### config.mk
export PLATFORM = sky130hd
export DESIGN_NAME = mdio_master
export DESIGN_NICKNAME = d
export VERILOG_FILES = /design/src/rtl/mdio_master.sv
export SDC_FILE = /design/constraint.sdc
export NUM_CORES = 1
export LEC_CHECK = 0
export CORE_MARGIN = 10
export CORE_UTILIZATION = 55
export DETAILED_ROUTE_END_ITERATION = 10
export PLACE_DENSITY = 0.74
export SYNTH_ARGS = -nofsm -noshare
export SYNTH_HDL_FRONTEND = slang
export SYNTH_SLANG_ARGS = --single-unit
### constraint.sdc
create_clock -name clk -period 2.6 [get_ports clk]
set_clock_uncertainty 0.05 [all_clocks]
set_input_delay 0.78 -clock clk [delete_from_list [all_inputs] [get_ports clk]]
set_output_delay 0.78 -clock clk [all_outputs]
set_load 0.005 [all_outputs]
### src/rtl/mdio_master.sv
module mdio_master #(
  parameter int DIV = 4
) (
  input  logic       clk,
  input  logic       rst_n,
  input  logic       reg_we,
  input  logic [2:0] reg_addr,
  input  logic [7:0] reg_wdata,
  output logic [7:0] reg_rdata,
  output logic       mdc,
  output logic       mdio_o,
  output logic       mdio_oe,
  input  logic       mdio_i
);
  localparam int CW = (DIV > 1) ? $clog2(DIV) : 1;
  localparam int NBITS = 64;
  localparam int TA1 = 46;
  localparam int TA2 = 47;

  logic [31:0]   cmd, sts, tx;
  logic [CW-1:0] cnt;
  logic          mdc_r, wr_l;
  logic [6:0]    bidx;
  logic [16:0]   rx;

  wire go    = cmd[31];
  wire tick  = go && (cnt == CW'(DIV - 1));
  wire rise  = tick && !mdc_r;
  wire fall  = tick && mdc_r;
  wire start = reg_we && (reg_addr == 3'd3) && reg_wdata[7] && !go;
  wire [31:0] src = reg_addr[2] ? sts : cmd;

  assign reg_rdata = src[reg_addr[1:0]*8 +: 8];
  assign mdc       = mdc_r;
  assign mdio_o    = (bidx < 7'd32 || bidx >= 7'(NBITS)) ? 1'b1 : tx[~bidx[4:0]];
  assign mdio_oe   = go && (bidx < 7'(NBITS)) && (wr_l || bidx < 7'(TA1));

  always_ff @(posedge clk) begin
    if (!rst_n) begin
      cmd <= '0; sts <= '0; tx <= '0; cnt <= '0;
      mdc_r <= 1'b0; wr_l <= 1'b0; bidx <= '0; rx <= '0;
    end else begin
      if (reg_we && !reg_addr[2]) begin
        case (reg_addr[1:0])
          2'd0: cmd[7:0]   <= reg_wdata;
          2'd1: cmd[15:8]  <= reg_wdata;
          2'd2: cmd[23:16] <= reg_wdata;
          default: begin
            cmd[30:24] <= reg_wdata[6:0];
            if (!go) cmd[31] <= reg_wdata[7];
          end
        endcase
      end
      if (start) begin
        wr_l  <= reg_wdata[2];
        tx    <= {2'b01, (reg_wdata[2] ? 2'b01 : 2'b10), reg_wdata[1:0], cmd[23:21],
                  cmd[20:16], 2'b10, cmd[15:0]};
        cnt   <= '0;
        mdc_r <= 1'b0;
        bidx  <= '0;
      end else if (go) begin
        cnt <= tick ? '0 : cnt + 1'b1;
        if (tick) mdc_r <= !mdc_r;
        if (rise) begin
          if (!wr_l && bidx >= 7'(TA2)) rx <= {rx[15:0], mdio_i};
          bidx <= bidx + 1'b1;
        end
        if (fall && bidx == 7'(NBITS)) begin
          cmd[31] <= 1'b0;
          if (!wr_l) sts <= {rx[16], 15'd0, rx[15:0]};
        end
      end
    end
  end


  idle_quiet_chk: assert property (@(posedge clk) disable iff (!rst_n)
    !go |-> (!mdc && !mdio_oe));


  mdio_edge_chk: assert property (@(posedge clk) disable iff (!rst_n)
    (go && $past(go) && !(mdc && !$past(mdc))) |-> $stable(mdio_o));


  mdc_div_chk: assert property (@(posedge clk) disable iff (!rst_n)
    ($past(go) && (mdc != $past(mdc))) |-> ($past(cnt) == CW'(DIV - 1)));


  ta_release_chk: assert property (@(posedge clk) disable iff (!rst_n)
    (go && !wr_l && bidx >= 7'(TA1)) |-> !mdio_oe);


  sts_hold_chk: assert property (@(posedge clk) disable iff (!rst_n)
    (go && wr_l) |=> $stable(sts));


  go_hold_chk: assert property (@(posedge clk) disable iff (!rst_n)
    (go && !(fall && bidx == 7'(NBITS))) |=> go);
endmodule

# ---- Word-level counts from Yosys, hierarchy flattened
# Index checks and enable logic that the tools add are counted.
dict set report classes {
  addsub 2
  magnitude_cmp 6
  n_eq_ne 5
  n_shift 1
  mux 15
  n_bitwise 5
  reduce_logical 28
}
# op n
set ops {}
lappend ops {{two-way mux 32 bit} 2}
lappend ops {{two-way mux 8 bit} 4}
lappend ops {{variable part select 32 x 6 -> 8 bit} 1}
lappend ops {{less-than comparator 7 x 6 -> 1 bit (second input constant)} 2}
lappend ops {{AND reduction 2 bit} 6}
lappend ops {{logical AND 1 bit} 11}
lappend ops {{AND reduction 4 bit} 2}
lappend ops {{adder 7 x 1 -> 7 bit (second input constant)} 1}
lappend ops {{== test 7 bit (second input constant)} 1}
lappend ops {{>= comparator 7 x 6 -> 1 bit (second input constant)} 1}
lappend ops {{>= comparator 7 bit (second input constant)} 1}
lappend ops {{less-than comparator 7 bit (second input constant)} 1}
lappend ops {{less-than comparator 5 x 6 -> 1 bit (second input constant)} 1}
lappend ops {{two-way mux 1 bit} 6}
lappend ops {{binary-select mux 1 bit (select 5 bit)} 1}
lappend ops {{inverter 5 bit} 1}
lappend ops {{== test 2 bit (second input constant)} 2}
lappend ops {{zero test 1 bit} 4}
lappend ops {{two-way mux 2 bit} 2}
lappend ops {{inverter 1 bit} 4}
lappend ops {{== test 3 x 2 -> 1 bit (second input constant)} 1}
lappend ops {{OR reduction 3 bit} 1}
lappend ops {{adder 2 x 1 -> 2 bit (second input constant)} 1}
lappend ops {{== test 2 x 1 -> 1 bit (second input constant)} 1}
lappend ops {{3 further kinds} 4}
dict set report word_totals {
  register_bits 107
  input_bits 15
  output_inout_bits 11
  word_cells 74
}

# ---- Depth between registers and ports, before layout
dict set report depth {
  depth_word 7
  depth_mapped 9
  mapped_depth_nobuf 6
}

# ---- Worst setup path after synthesis
# No wires, ideal clock.
dict set report synth_path {
  path_type {input to output}
  start {input reg_addr[0]}
  end {output reg_rdata[0]}
  arrival_ps 1645
  t_required_ps 1770
  setup_slack_ps 125
  path_stages 4
  n_path_buf 1
  cell_sequence {buf_2 > mux4_2 > inv_1 > o22ai_1}
}
dict set report synth_between {
  elab_chain_cells 1
}
# item line
set synth_rtl {}
lappend synth_rtl {{start, declared} 7} ;# input logic [2:0] reg_addr,
lappend synth_rtl {{variable part select 32 x 6 -> 8 bit} 33} ;# assign reg_rdata = src[reg_addr[1:0]*8 +: 8];
lappend synth_rtl {{end, declared} 9} ;# output logic [7:0] reg_rdata,
# Every way passes these cells.

# ---- Worst setup path in the final report
dict set report layout_path {
  start {register bidx[0]}
  end {output mdio_o}
}
dict set report layout_between {
  elab_chain_cells 4
  word_cells_on_any_way 7
  cone_classes {2 x order compare; 3 x mux; 1 x bitwise; 1 x reduce/logical}
}
# item line
set layout_rtl {}
lappend layout_rtl {{start, declared} 23} ;# logic [6:0] bidx;
lappend layout_rtl {{start signal, assigned} 66} ;# bidx <= bidx + 1'b1;
lappend layout_rtl {{inverter 5 bit} 35} ;# assign mdio_o = (bidx < 7'd32 || bidx >= 7'(NBITS)) ? 1'b1 : tx[~bidx[4:0]];
lappend layout_rtl {{binary-select mux 1 bit (select 5 bit)} 35}
lappend layout_rtl {{two-way mux 1 bit (not written as such)} 35}
lappend layout_rtl {{two-way mux 1 bit (*)} 35}
lappend layout_rtl {{end, declared} 11} ;# output logic mdio_o,
# Mark *: on every way between the ends. The rest lies on a longest branch, timed or not. The select of a mux whose other input is x is not followed.

==> reports/metrics.yaml <==
status: "complete, but fails checks"
violations: "setup timing"
multiInputGateArea_mm2: 0.00256
grt_pass1_wl_mm: 19.2
die_h_um: 114
start_util_pct: 56.2
p_sw_share_pct: 23.1
critPathKind: "flop to output pin"
yosys_register_bits: 105
min_to: "tx[19]"
clock_sinks: 105
use_met2_pct: 28.6
layout_min_cycle_time_ns: 2.88
nFillCells: 736
worstPathArrival_ns: 2.05
grt_busiest_layer: "met2"
p_total_mw: 2.94
tightest_slew_ns: 0.643
wire_per_inst_um: 17.1
regToRegSetupSlack_ns: 0.51
ant_nets: 0
peakVddDrop_uv: 358
cp_max_fo: 4
regToRegStartpoint: "bidx[0]"
cts_buffers: 9
layout.cells.non_filler: 675
netlist_instances: 523
r2r_cells: 7
setup_viol: 1
cts_root_buf: "clkbuf_8"
grt_util_met3_pct: 4.45
p_clk_share_pct: 38.5
crit-reg2reg-capture: "sts[11]"
die_w_um: 114
slew_violations: 0
core_mm2: 0.00868
seq_power_share_pct: 55.4
drt_pass1_iterations: 4
syn_nets: 541
rsz0062_at_grt: "true"
critPathLaunchType: "flop"
final_cell_mix: "nand2_1, dfxtp_1, mux2i_1"
drive_above_1_share_pct: 18.5
p_switching_uw: 678
grtUsageTotal_pct: 18.0
hold_depth: 2
antenna_found_initial: 0
vias: 3835
setup_slack_ns: -0.279
slew_headroom_pct: 57.0
hold_viol: 0
p_per_area_mw_per_mm2: 516
dp.cells: 657
finalSetupTns_ns: -0.279
ff_latch_area_mm2: 0.00212
gp_congestion: 0.894
synth.distinct_cells: 52
dp.final_hpwl_mm: 8.46
grt_pass1_vias: 3861
wl_mm: 11.5
grt_overflow_total: 0
die_area_mm2: 0.0130
synth.avg_cell_area_um2: 9.33
met1_usage_pct: 23.6
io_pins: 26
drv_cap: 0
yosys_warnings: 0
async_flop_share_pct: 0
n_antenna_cell: 0
grt_max_degree: 34
holdCritStartpoint: "tx[19]"
ctsLongestPathBuffers: 2
avgViaCountPerCell: 5.68
power.leakage_nw: 1.89
cts_tree: "yes"
crit_path_end_kind: "output pin"
ys_seq_area_share_pct: 43.1
htree_levels: 3
fmax_ghz: 0.347
hp-class: "flop to flop"
synth_area_mm2: 0.00488
final_util_pct: 65.5
finalCritPeriodShare_pct: 111
area_growth_pct: 16.6
p_int_mw: 2.26
critPathRequiredTime_ns: 1.77
combPwrFrac_pct: 6.1
port_buffers: 25
drc: 0
final_common_cell: "nand2_1"
synthFlopType: "dfxtp_1"
drt_iter0_markers: 301
insertion_delay_ns: 0.37
clk_pin_slew_ns: 0.10
num_rows: 34
layout.nets: 581
synth_edf_count: 0
[synthesized netlist by cell type (5+ instances only)]
library cell / instances / share of area [%]
a21boi_0: 48 / 7.4
a21boi_1: 11 / 1.7
buf_2: 10 / 1.0
buf_6: 5 / 1.2
clkbuf_1: 17 / 1.3
dfxtp_1: 105 / 43
inv_1: 12 / 0.92
mux2i_1: 52 / 11
mux4_2: 9 / 4.2
nand2_1: 110 / 8.5
nand3_1: 21 / 2.2
nor2_1: 14 / 1.1
nor2b_1: 17 / 2.2
o21ai_0: 19 / 1.9
o22ai_1: 8 / 1.0
xnor2_1: 5 / 0.90
[registers in the layout, summed over array words and instances (netlist names)]
| name | count |
|---|---|
| rx | 17 |
| sts | 17 |
| cmd | 32 |
| tx | 29 |
| cnt | 2 |
| mdc | 1 |
| bidx | 7 |
[metal layers]
metal | up-vias | wire [um]
li1 | 1891 | -
met1 | 1835 | 5290
met2 | 93 | 5410
met3 | 16 | 676
met4 | 0 | 153
met5 | - | 0
[power by group through the flow]
stage	Clock [mW]	Combinational (mW)	Sequential (mW)
floorplan	0	0.0963	1.66
global placement	0	0.167	1.67
detailed placement	0	0.171	1.67
CTS	1.15	0.175	1.63
global route	1.21	0.192	1.63
finish	1.13	0.179	1.63
[worst max-delay path, stage by stage (launching register included)]
cell,delay (ns)
dfxtp_4,0.39
mux4_2,0.51
or2_4,0.27
a2111oi_4,0.31
a311oi_2,0.06
buf_2,0.14
[layout make-up]
cell class                      count  share of cell area [%]
Multi-Input combinational cell    368                    45.0
Sequential cell                   105                    37.3
Timing Repair Buffer               66                    10.6
Tap cell                          108                    2.38
Clock buffer                        9                    2.18
Clock inverter                      6                    1.72
Inverter                           13                   0.858
[cells by family after synthesis]
kind of cell | Yosys count | share of synthesized area [%]
muxes | 63 | 15.9
and+or+nand+nor | 192 | 18.7
buffers and inverters | 50 | 5.34
xor gates and xnor gates | 6 | 1.08
DFF | 105 | 43.1
AOI/OAI and AO/OA | 104 | 15.1
adders and majority gates | 3 | 0.770
[worst max-delay path by stage]
stage,slack (ns),startpoint,cells past startpoint,to
2_1_floorplan,0.12,reg_addr[0],4,reg_rdata[0]
3_3_place_gp,-0.77,reg_addr[0],6,reg_rdata[0]
3_5_place_dp,-0.80,reg_addr[0],6,reg_rdata[7]
4_1_cts,-0.29,bidx[0],6,mdio_o
5_1_grt,-0.35,bidx[0],6,mdio_o
6_report,-0.28,bidx[0],5,mdio_o
[timing repair]
item,CTS,global route
pin swaps,1,1
hold buffers,0,0
setup buffers,1,3
setup endpoints to repair,10,10
gates resized for setup,66,15
[stage by stage]
stage / hold WS [ns] / worst slack, ns / cell area, um^2
final: 0.408 / -0.279 / 5690
after global routing: 0.440 / -0.345 / 5690
after CTS: 0.411 / -0.294 / 5630
after detailed placement: 0.398 / -0.804 / 5390
after global placement: 0.390 / -0.775 / 5390
after floorplan: 0.380 / 0.125 / 4880
Power figures use the tool's default switching activity.
